<file path="src/rtl/tcmp_pin_pkg.sv">
package tcmp_pin_pkg;

   localparam int MODE_W = 2;

   typedef enum logic [MODE_W-1:0] {
      OC_HOLD   = 2'b00,
      OC_TOGGLE = 2'b01,
      OC_CLEAR  = 2'b10,
      OC_SET    = 2'b11
   } oc_act_e;

   function automatic oc_act_e field_to_act(input logic [MODE_W-1:0] fld);
      oc_act_e a;
      case (fld)
         2'b01:   a = OC_TOGGLE;
         2'b10:   a = OC_CLEAR;
         2'b11:   a = OC_SET;
         default: a = OC_HOLD;
      endcase
      return a;
   endfunction

endpackage

</file>
<file path="src/rtl/tcmp_act_sel.sv">
module tcmp_act_sel
   import tcmp_pin_pkg::*;
(
   input  logic              clk,
   input  logic              rst_n,
   input  logic              match,
   input  logic              force_stb,
   input  logic              pwm_mode,
   input  logic [MODE_W-1:0] mode_fld,
   input  logic [MODE_W-1:0] wg_act,
   output oc_act_e           act
);

   logic nonpwm_event;
   assign nonpwm_event = !pwm_mode && (match || force_stb);

   always_comb begin
      act = OC_HOLD;
      if (nonpwm_event)
         act = field_to_act(mode_fld);
      else if (pwm_mode && match)
         act = field_to_act(wg_act);
   end

   // in PWM operation a lone force strobe yields no action
   a_r8_force_ignored_pwm: assert property (@(posedge clk) disable iff (!rst_n)
      (pwm_mode && force_stb && !match) |-> (act == OC_HOLD));

   // without match or force no action is produced
   a_r6_no_event_hold: assert property (@(posedge clk) disable iff (!rst_n)
      (!match && !force_stb) |-> (act == OC_HOLD));

endmodule

</file>
<file path="src/rtl/tcmp_ocff.sv">
module tcmp_ocff
   import tcmp_pin_pkg::*;
#(
   parameter int RESET_LEVEL = 0
) (
   input  logic    clk,
   input  logic    rst_n,
   input  oc_act_e act,
   input  logic    preset_we,
   input  logic    preset_val,
   output logic    q
);

   localparam logic RST_Q = (RESET_LEVEL != 0);

   if (RESET_LEVEL < 0 || RESET_LEVEL > 1) begin : g_bad_reset
      $error("tcmp_ocff: RESET_LEVEL must be 0 or 1");
   end

   always_ff @(posedge clk or negedge rst_n) begin
      if (!rst_n)
         q <= RST_Q;
      else if (preset_we)
         q <= preset_val;
      else begin
         case (act)
            OC_TOGGLE: q <= ~q;
            OC_CLEAR:  q <= 1'b0;
            OC_SET:    q <= 1'b1;
            default:   q <= q;
         endcase
      end
   end

   // preset loads the chosen level
   a_r10_preset_load: assert property (@(posedge clk) disable iff (!rst_n)
      preset_we |=> (q == $past(preset_val)));

   // no action keeps the flip-flop
   a_r5_hold_stable: assert property (@(posedge clk) disable iff (!rst_n)
      (!preset_we && act == OC_HOLD) |=> $stable(q));

   // a toggle inverts exactly once
   a_r11_toggle_once: assert property (@(posedge clk) disable iff (!rst_n)
      (!preset_we && act == OC_TOGGLE) |=> (q != $past(q)));

   // clear and set reach their levels
   a_r5_clear_set: assert property (@(posedge clk) disable iff (!rst_n)
      (!preset_we && (act == OC_CLEAR || act == OC_SET)) |=> (q == $past(act == OC_SET)));

endmodule

</file>
<file path="src/rtl/tcmp_pin_mux.sv">
module tcmp_pin_mux
   import tcmp_pin_pkg::*;
#(
   parameter int HIZ_LEVEL = 0
) (
   input  logic              clk,
   input  logic              rst_n,
   input  logic [MODE_W-1:0] mode_fld,
   input  logic              ocf,
   input  logic              port_data,
   input  logic              port_dir,
   output logic              pin,
   output logic              pin_oe
);

   localparam logic IDLE_LVL = (HIZ_LEVEL != 0);

   if (HIZ_LEVEL < 0 || HIZ_LEVEL > 1) begin : g_bad_hiz
      $error("tcmp_pin_mux: HIZ_LEVEL must be 0 or 1");
   end

   logic override;
   logic data_sel;

   assign override = |mode_fld;
   assign data_sel = override ? ocf : port_data;
   assign pin_oe   = port_dir;
   assign pin      = port_dir ? data_sel : IDLE_LVL;

   // undriven pin rests at the idle level
   a_r4_pin_released: assert property (@(posedge clk) disable iff (!rst_n)
      !port_dir |-> (!pin_oe && pin == IDLE_LVL));

   // nonzero mode routes the flip-flop to a driven pin
   a_r3_override: assert property (@(posedge clk) disable iff (!rst_n)
      (port_dir && mode_fld != 2'b00) |-> (pin == ocf));

   // mode 00 shows port data
   a_r2_port_data: assert property (@(posedge clk) disable iff (!rst_n)
      (port_dir && mode_fld == 2'b00) |-> (pin == port_data));

endmodule

</file>
<file path="src/rtl/tcmp_pin_unit.sv">
module tcmp_pin_unit
   import tcmp_pin_pkg::*;
#(
   parameter int RESET_LEVEL = 0,
   parameter int HIZ_LEVEL   = 0
) (
   input  logic       clk,
   input  logic       rst_n,
   input  logic       cmp_match_i,
   input  logic       force_i,
   input  logic       pwm_mode_i,
   input  logic [1:0] com_mode_i,
   input  logic [1:0] wg_act_i,
   input  logic       preset_we_i,
   input  logic       preset_val_i,
   input  logic       port_data_i,
   input  logic       port_dir_i,
   output logic       pin_o,
   output logic       pin_oe_o,
   output logic       ocf_o
);

   oc_act_e act;
   logic    ocf_q;

   tcmp_act_sel u_act_sel (
      .clk       (clk),
      .rst_n     (rst_n),
      .match     (cmp_match_i),
      .force_stb (force_i),
      .pwm_mode  (pwm_mode_i),
      .mode_fld  (com_mode_i),
      .wg_act    (wg_act_i),
      .act       (act)
   );

   tcmp_ocff #(.RESET_LEVEL(RESET_LEVEL)) u_ocff (
      .clk        (clk),
      .rst_n      (rst_n),
      .act        (act),
      .preset_we  (preset_we_i),
      .preset_val (preset_val_i),
      .q          (ocf_q)
   );

   tcmp_pin_mux #(.HIZ_LEVEL(HIZ_LEVEL)) u_pin_mux (
      .clk       (clk),
      .rst_n     (rst_n),
      .mode_fld  (com_mode_i),
      .ocf       (ocf_q),
      .port_data (port_data_i),
      .port_dir  (port_dir_i),
      .pin       (pin_o),
      .pin_oe    (pin_oe_o)
   );

   assign ocf_o = ocf_q;

   // non-PWM force without preset changes state per the mode field
   a_r7_force_acts: assert property (@(posedge clk) disable iff (!rst_n)
      (!pwm_mode_i && force_i && !preset_we_i && com_mode_i == 2'b11) |=> ocf_o);

endmodule

</file>
<file path="config.mk">
export PLATFORM = sky130hd
export DESIGN_NAME = tcmp_pin_unit
export DESIGN_NICKNAME = d
export VERILOG_FILES = /design/src/rtl/tcmp_pin_pkg.sv /design/src/rtl/tcmp_act_sel.sv /design/src/rtl/tcmp_ocff.sv /design/src/rtl/tcmp_pin_mux.sv /design/src/rtl/tcmp_pin_unit.sv
export SDC_FILE = /design/constraint.sdc
export NUM_CORES = 1
export LEC_CHECK = 0
export BUFFER_PORTS_ARGS = -buffer_cell sky130_fd_sc_hd__buf_4
export CAP_MARGIN = 20
export CORE_AREA = 2 2 39 41
export CTS_CLUSTER_DIAMETER = 30
export CTS_CLUSTER_SIZE = 25
export DETAILED_ROUTE_END_ITERATION = 16
export DIE_AREA = 0 0 41 43
export SKIP_LAST_GASP = 1
export SYNTH_ARGS = -nofsm -noshare
export SYNTH_HDL_FRONTEND = slang
export SYNTH_HIERARCHICAL = 1
export SYNTH_SLANG_ARGS = --single-unit
</file>
<file path="constraint.sdc">
create_clock -name clk -period 1.2 [get_ports clk]
set_input_delay 0.12 -clock clk [delete_from_list [all_inputs] [get_ports clk]]
set_output_delay 0.12 -clock clk [all_outputs]
set_load 0.03 [all_outputs]
</file>
# After elaboration in Yosys (flattened, before gate mapping)
# Index checks and enable logic that the tools add are counted.
[totals] output_inout_bits=3 latchBits=0 mem_bits_ro=0 inputBits=13 mem_bits_rw=0 wordCells=25 ff_bits=1 memories=0
[op_classes] multipliers=0 mux=8 reduce_logical=6 n_eq_ne=9 bitwise=1 order_cmp=0 n_div=0 shift=0 n_addsub=0
[ops] op="$eq A2 B2 Y1 const B" count=6
[ops] op="$pmux W2 S3" count=2
[ops] op="$eq A2 B1 Y1 const B" count=3
[ops] op="$mux W2" count=2
[ops] op="$reduce_bool A4 Y1" count=1
[ops] op="$mux W1" count=3
[ops] op="$pmux W1 S3" count=1
[ops] op="$logic_and A1 B1 Y1" count=2
[ops] op="$reduce_or A2 Y1" count=1
[ops] op="$logic_not A1 Y1" count=1
[ops] op="$logic_or A1 B1 Y1" count=1
[ops] op="$not A1 Y1" count=1

# Logic depth before layout (Yosys ltp)
# Gate-level depths: netlist of the first run.
[depth] word_depth=7 ltp_mapped=4 mapped_depth_nobuf=4

# Cells and area by module
# Netlist of the first run, hierarchy kept.
[modules_own_cells] module="tcmp_ocff" area_per_inst_um2=57.6 instances=1 cells_per_inst=5 seq_area_each_um2=25.0
[modules_own_cells] module="tcmp_act_sel" area_per_inst_um2=48.8 instances=1 cells_per_inst=5 seq_area_each_um2=0.0
[modules_own_cells] module="tcmp_pin_mux" area_per_inst_um2=26.3 instances=1 cells_per_inst=4 seq_area_each_um2=0.0

# Least setup slack after synthesis of the first run
# OpenSTA, ideal clock, no wires.
[synth_path] kind="input to register" start="input pwm_mode_i" end="register u_ocff.q" t_required_ns=1.074 setup_ns=0.126 t_arrival_ns=1.089 n_path_buf=0 stages=4 path_slack_ns=-0.015 cell_sequence="mux2_2 a22o_1 or2b_1 a221o_1"
[synth_between] elab_chain_cells=6 elab_cells_between_ends=11 classes_between="3 x eq/ne; 4 x mux; 4 x reduce/logical"
[synth_rtl] item="start: declaration" line="tcmp_pin_unit.sv:11" source="input logic pwm_mode_i,"
[synth_rtl] item="$logic_and A1 B1 Y1 or $logic_not A1 Y1 (tied branches)" line="tcmp_act_sel.sv:21, tcmp_act_sel.sv:15"
[synth_rtl] item="$mux W2 or $logic_and A1 B1 Y1 (tied branches)" line="tcmp_act_sel.sv:21, tcmp_act_sel.sv:15"
[synth_rtl] item="$mux W2 *" line="tcmp_act_sel.sv:19" source="if (nonpwm_event)"
[synth_rtl] item="net act[1]" line="tcmp_pin_unit.sv:23" source="oc_act_e act;"
[synth_rtl] item="$eq A2 B2 Y1 or $eq A2 B1 Y1 (tied branches)" line="tcmp_ocff.sv:26" source="case (act)"
[synth_rtl] item="$pmux W1 S3" line="tcmp_ocff.sv:26"
[synth_rtl] item="$mux W1" line="tcmp_ocff.sv:23" source="else if (preset_we)"
[synth_rtl] item="end signal: assignment" line="tcmp_ocff.sv:24" source="q <= preset_val;"
[synth_rtl] item="end signal: assignment" line="tcmp_ocff.sv:27" source="OC_TOGGLE: q <= ~q;"
[synth_rtl] item="end signal: assignment" line="tcmp_ocff.sv:30" source="default: q <= q;"
[synth_rtl] item="end: declaration" line="tcmp_ocff.sv:11" source="output logic q"
# The timed path passes the listed nets; every way through them passes the cells marked *.
# A chain may end at the register's enable or synchronous reset.

# Worst setup path after layout of the first run
# Same ends and word-level chain as after synthesis.

==> summary.md, run 1 <==
| Metric | Value |
|---|---|
| Crit Path Category | `primary input to register` |
| Vias in the first global route | `189` |
| Area after DPL | `272.8 um2` |
| Drt wl/cell | `7.553 um` |
| Top Ports | `16` |
| FF+latch count, synth | `1` |
| Min Tclk post-route | `between 1 and 1.5 ns` |
| Vias | `184` |
| Num rows | `14` |
| Hpwl dp | `~340 um` |
| Die Y | `43 um` |
| Area fraction of the dominant cell type after synthesis | `18.87%` |
| CORE AREA | `approximately 1400 um2` |
| Cell Area, Synth | `132.6 um2` |
| Hold WC Path Type | `primary input to register` |
| Drt total wl | `around 360 um` |
| Initial DRC count | `0` |
| Post-synthesis cell count | `14` |
| Clock latency on the worst-skew pair | `0 ns` |
| Final Hold Fails | `0` |
| Synth top area cells | `dfrtp_1 (19%), a22o_1 (13%), mux2_1 (8.5%)` |
| CP Data Required Time | `1.07 ns` |
| RSZ-0062 raised after global routing | `yes` |
| Worst VDD drop | `72.41 uV` |
| Maximum capacitance violations | `0` |
| Final instance area | `282.8 um2` |
| Starting Density | `under 10%` |
| Worst-margin pin slew | `0.2659 ns` |
| Arr. time, crit path | `1.22 ns` |
| Setup violations, final | `1` |
| Leading area contributor after synthesis | `dfrtp_1` |
| First-pass GRT wire length | `552 um` |
| Slew margin rel. | `around 82%` |
| Die area | `1763 um2` |
| Biggest register | `u_ocff/q` |
| Hold WS | `0.3528 ns` |
| Nets | `46` |
| Post-CTS setup buffers | `0` |
| Final worst slack | `-0.1469 ns` |
| Post-Syn Area per Cell | `9.473 um2` |
| Pwr Density | `roughly 520 nW/um2` |
| Antenna violations before repair | `0` |
| Peak fanout along the critical path | `3` |
| Syn_nets | `27` |
| CP Capture Type | `register` |
| GP Congestion | `0.5295` |
| # DRC | `0` |
| Number of flip-flops in the largest register | `1` |
| FMAX | `0.7425 GHz` |
| Antenna Nets Post-Route | `0` |
| DRT Pass-1 Iters | `1` |
| ANT cells | `0` |
| Pin count of the biggest net entering global routing | `5` |
| DR vias/cell | `3.915` |
| Crit start category | `primary input` |
| Total power | `0.0001462 W` |
| Failing checks | `setup timing` |
| Seq/Total Area, Yosys | `between 10% and 20%` |
| Core Util, Final | `20.43%` |
| CTS clk-pin slew, worst paths | `0 ns` |
| GR Overflow Total | `0` |
| Most frequent cells in the layout | `buf_4 (17), a22o_1 (2)` |
| Skew final | `0 ns` |
| P_leak | `roughly 0.13 nW` |
| Ys Warns | `6` |
| Crit share post-route | `112.2%` |
| Yosys cell types | `13` |
| Port Buffers | `15` |
| Die Wd | `41 um` |
| Max Slew Vio Count | `0` |
| Share of layout cells above drive strength 1 | `61.29%` |
| Status | `finished with violations` |
| Biggest regs | `u_ocff/q (1)` |
| GRT Util Overall | `3.996%` |
| Commonest non-fill, non-tap cell in the layout | `buf_4` |
| Area delta synth->final | `113.2%` |
-- cell usage after synthesis, drive strengths merged --
library cell	count
buf	1
nor2b	1
a22o	2
o31ai	1
or2b	1
dfrtp	1
a221o	1
nor4b	1
and2b	1
o211ai	1
mux2	2
nand2	1
-- metal layers --
layer / track usage, % / up-vias / wire length [um]
li1: - / 91 / -
met1: 2.532 / 85 / 102
met2: 10.00 / 8 / 215
met3: 0 / 0 / 37
met4: 0 / 0 / 0
met5: 0 / - / 0
-- worst max-delay path, cell delays in order --
cell,delay (ns)
buf_4,0.09
mux2_2,0.32
a22o_1,0.19
or2b_1,0.21
a221o_1,0.28
-- cell families after synthesis --
family                 Yosys count  synth area share [%]
AO/OA/AOI/OAI                    5                 32.08
buffers and inverters            1                 5.662
flip-flops                       1                 18.86
multiplexers                     2                 16.98
AND/OR/NAND/NOR                  5                 26.42
-- layout make-up --
cell class / count / area (um2)
Fill cell: 157 / 1101
Multi-Input combinational cell: 12 / 100.1
Sequential cell: 1 / 25.02
Tap cell: 16 / 20.02
Timing Repair Buffer: 18 / 137.6
-- through the flow --
step                      std cells  setup WS, ns   TNS, ns
final                            47       -0.1469   -0.1469
after global routing             47       -0.1918   -0.1918
after CTS                        47       -0.1571   -0.1571
after detailed placement         46       -0.1600   -0.1600
after global placement           46       -0.1498   -0.1498
after floorplan                  14      -0.01477  -0.01477
-- power breakdown --
group / switching, W / internal, W
Sequential: 0.00000372 / 0.0000385
Clock: 0 / 0
Combinational: 0.0000417 / 0.0000623
Total: 0.0000455 / 0.000101
-- worst paths after layout --
check	end	slack, ns	cells past startpoint	start
worst min-delay path	u_ocff/q	0.35	2	preset_val_i
worst max-delay path	u_ocff/q	-0.15	5	pwm_mode_i
min in group asynchronous	u_ocff/q	0.45	2	rst_n
worst max register to register	u_ocff/q	0.21	2	u_ocff/q
worst min register to register	u_ocff/q	0.69	2	u_ocff/q
max in group asynchronous	u_ocff/q	0.67	2	rst_n
-- timing repair --
item                       4_1_cts  5_1_grt
resized for setup                0        0
setup endpoints to repair        1        1
hold buffers                     1        0
hold endpoints to repair         1        0
(Power assumes the default switching activity.)
==> inputs of run 2 (changes only) <==
--- a/config.mk
+++ b/config.mk
@@ -5,6 +5,7 @@
 export SDC_FILE = /design/constraint.sdc
 export NUM_CORES = 1
 export LEC_CHECK = 0
+export ABC_AREA = 1
 export BUFFER_PORTS_ARGS = -buffer_cell sky130_fd_sc_hd__buf_4
 export CAP_MARGIN = 20
 export CORE_AREA = 2 2 39 41
@@ -12,6 +13,7 @@
 export CTS_CLUSTER_SIZE = 25
 export DETAILED_ROUTE_END_ITERATION = 16
 export DIE_AREA = 0 0 41 43
+export MAX_ROUTING_LAYER = met4
 export SKIP_LAST_GASP = 1
 export SYNTH_ARGS = -nofsm -noshare
 export SYNTH_HDL_FRONTEND = slang
==> summary.md, run 2 <==
| Metric | Value |
|---|---|
| Yosys cell types | `10 (-3)` |
| Nets | `57 (+24%)` |
| Crit Path Category | `primary input to register` |
| ANT cells | `0 (unchanged)` |
| Fillcell total | `167 (+6.4%)` |
| FF+latch count, synth | `1 (unchanged)` |
| Vias in the first global route | `133 (-30%)` |
| Final std cells w/o fill | `58 (+23%)` |
| Crit share post-route | `69.31% (-43 points)` |
| Initial DRC count | `1 (+1)` |
| Syn_nets | `40 (+48%)` |
| FMAX | `1.202 GHz (+62%)` |
| Peak fanout along the critical path | `3 (unchanged)` |
| Hold WS | `0.3731 ns (+0.02031 ns)` |
| Worst-margin pin slew | `0.1247 ns (-0.1412 ns)` |
| Seq/Total Area, Yosys | `17.54% (-1.3 points)` |
| Antenna Nets Post-Route | `0 (unchanged)` |
| Hold WC Path Type | `primary input to register` |
| Die area | `1763 um2 (unchanged)` |
| # DRC | `0 (unchanged)` |
| Worst R2R Setup Slack | `0.47 ns (+0.26 ns)` |
| Post-Syn Area per Cell | `5.283 um2 (-44%)` |
| CP Data Required Time | `1.12 ns (+0.05 ns)` |
| GR Overflow Total | `0 (unchanged)` |
| Multi-input logic area | `83.83 um2 (-16%)` |
| Drt wl/cell | `6.293 um (-17%)` |
| Antenna violations before repair | `0 (unchanged)` |
| Starting Density | `10.31% (+0.72 points)` |
| Leading area contributor after synthesis | `nand2_1` |
| Port Buffers | `15 (unchanged)` |
| Clock latency on the worst-skew pair | `0 ns (unchanged)` |
| Skew final | `0 ns (unchanged)` |
| Area delta synth->final | `94.74%` |
| Commonest non-fill, non-tap cell in the layout | `buf_4` |
| GRT Util Overall | `4.103% (+0.11 points)` |
| CP Capture Type | `register` |
| Pwr Density | `520.8 nW/um2 (+0.71%)` |
| Most instantiated cells after synthesis | `nand2_1 (7), inv_1 (5), nand3_1 (5), nor2_1 (3), inv_2 (2)` |
| Num rows | `14 (unchanged)` |
| Setup violations, final | `0 (-1)` |
| Sequential Area | `25.02 um2 (unchanged)` |
| Share of layout cells above drive strength 1 | `47.62% (-14 points)` |
| Area after DPL | `267.8 um2 (-1.8%)` |
| Vias | `192 (+4.3%)` |
| Arr. time, crit path | `0.76 ns (-0.46 ns)` |
| Most frequent cells in the layout | `buf_4 (15), nand2_1 (7), inv_1 (5), nand3_1 (5), nor2_1 (3)` |
| Post-synthesis cell count | `27 (+13)` |
| Synth top area cells | `nand2_1 (18%), dfrtp_1 (18%), nand3_1 (18%)` |
| Drt total wl | `365 um (+2.8%)` |
| Min Tclk post-route | `0.8317 ns (-0.5152 ns)` |
| Hpwl dp | `355.7 um (+5.0%)` |
| Post-Place Cells | `57 (+24%)` |
| Max Slew Vio Count | `0 (unchanged)` |
| Final Hold Fails | `0 (unchanged)` |
| Die Y | `43 um (unchanged)` |
| Ys Warns | `6 (unchanged)` |
| DR vias/cell | `3.310 (-15%)` |
| First-pass GRT wire length | `531 um (-3.8%)` |
| Top Ports | `16 (unchanged)` |
| CTS clk-pin slew, worst paths | `0 ns (unchanged)` |
| Status | `completed` |
| Top FF cell, synth | `dfrtp_1` |
| Setup TNS | `0 ns (+0.1469 ns)` |
| Crit start category | `primary input` |
| Biggest register | `u_ocff/q` |
| Number of flip-flops in the largest register | `1 (unchanged)` |
| CORE AREA | `1384 um2 (unchanged)` |
| Biggest regs | `u_ocff/q (1)` |
| RSZ-0062 raised after global routing | `no` |
| Slew margin rel. | `91.68% (+9.7 points)` |
| Area fraction of the dominant cell type after synthesis | `18.42% (-0.45 points)` |
| Worst VDD drop | `196.6 uV (+170%)` |
| Cell Area, Synth | `142.6 um2 (+7.5%)` |
| Post-CTS setup buffers | `0 (unchanged)` |
| Maximum capacitance violations | `0 (unchanged)` |
| Asr flop ratio synth | `100.0% (unchanged)` |
| GP Congestion | `0.6647 (+26%)` |
| Final instance area | `277.8 um2 (-1.8%)` |
| Pin count of the biggest net entering global routing | `5 (unchanged)` |
| Die Wd | `41 um (unchanged)` |
| P_leak | `0.1651 nW (+23%)` |
| Most frequent cell after synthesis | `nand2_1` |
| Post-synth EDFFs | `0 (unchanged)` |
| DRT Pass-1 Iters | `3 (+2)` |
[run 2: cell types whose count changed in the layout (fill, tap and decap cells not counted), moves of 2 or more]
| cell | change |
|---|---|
| inv_2 | +2 |
| nand3_1 | +5 |
| nand2_1 | +6 |
| a22o_1 | -2 |
| nor2_1 | +3 |
| buf_4 | -2 |
| inv_1 | +5 |
[run 2: final timing paths]
check                      depth (start not counted)    startpoint       end
setup / recovery                                  10   cmp_match_i  u_ocff/q
hold / removal                                     3  preset_val_i  u_ocff/q
setup reg to reg                                   4      u_ocff/q  u_ocff/q
hold reg to reg                                    3      u_ocff/q  u_ocff/q
max in group asynchronous                          2         rst_n  u_ocff/q
min in group asynchronous                          2         rst_n  u_ocff/q
[run 2: per-stage QoR]
| stage | worst slack (ns) | utilization [%] | power (W) |
|---|---|---|---|
| detailed placement | 0.3572 | 19.35 | 0.0001440 |
| CTS | 0.3578 | 20.07 | 0.0001469 |
| global placement | 0.3520 | 19.35 | 0.0001434 |
| global route | 0.2340 | 20.07 | 0.0001582 |
| finish | 0.3683 | 20.07 | 0.0001447 |
| floorplan | 0.04780 | - | 0.00009417 |
[run 2: layout make-up]
type | instances | share of cell area, %
inverters | 7 | 9.459
multi-input cells | 18 | 30.18
flip-flops and latches | 1 | 9.009
well taps | 16 | 7.207
repair buffers | 16 | 44.14
[run 2: where the power goes]
part           internal (W)  switching, W  leakage (nW)
clock                     0             0             0
sequential        0.0000383    0.00000398        0.0113
combinational     0.0000521     0.0000503         0.154
[run 2: kinds of logic (layout without fill, tap and decap cells)]
kind of cell | count (synthesis) | in the layout | share of synthesized area (%)
and+or+nand+nor | 17 | 17 | 52.64
buffers and inverters | 8 | 23 | 23.69
AOI/OAI and AO/OA | 1 | 1 | 6.141
DFF | 1 | 1 | 17.54
[run 2: repair_timing]
| item | 4_1_cts | 5_1_grt |
|---|---|---|
| hold buffers | 1 | 0 |
| endpoints found under the hold margin | 1 | 0 |
| resized for setup | 0 | 0 |
| endpoints found under the setup margin | 0 | 0 |
[run 2: routing by layer]
metal  up-vias  GRT usage, %  part of all wire, %
met5         -             -                    0
met4         0             0                    0
met3         0             0                   10
met2         9         5.625                   46
met1        74         7.006                   43
li1        109             -                    -
[run 2: critical path: stages]
cell     delay (ns)
buf_4          0.12
inv_1          0.05
nand2_2        0.05
nand3_1        0.06
nand2_1        0.06
inv_2          0.05
nand2_1        0.04
nand2_1        0.05
nand2_1        0.05
a21oi_2        0.11
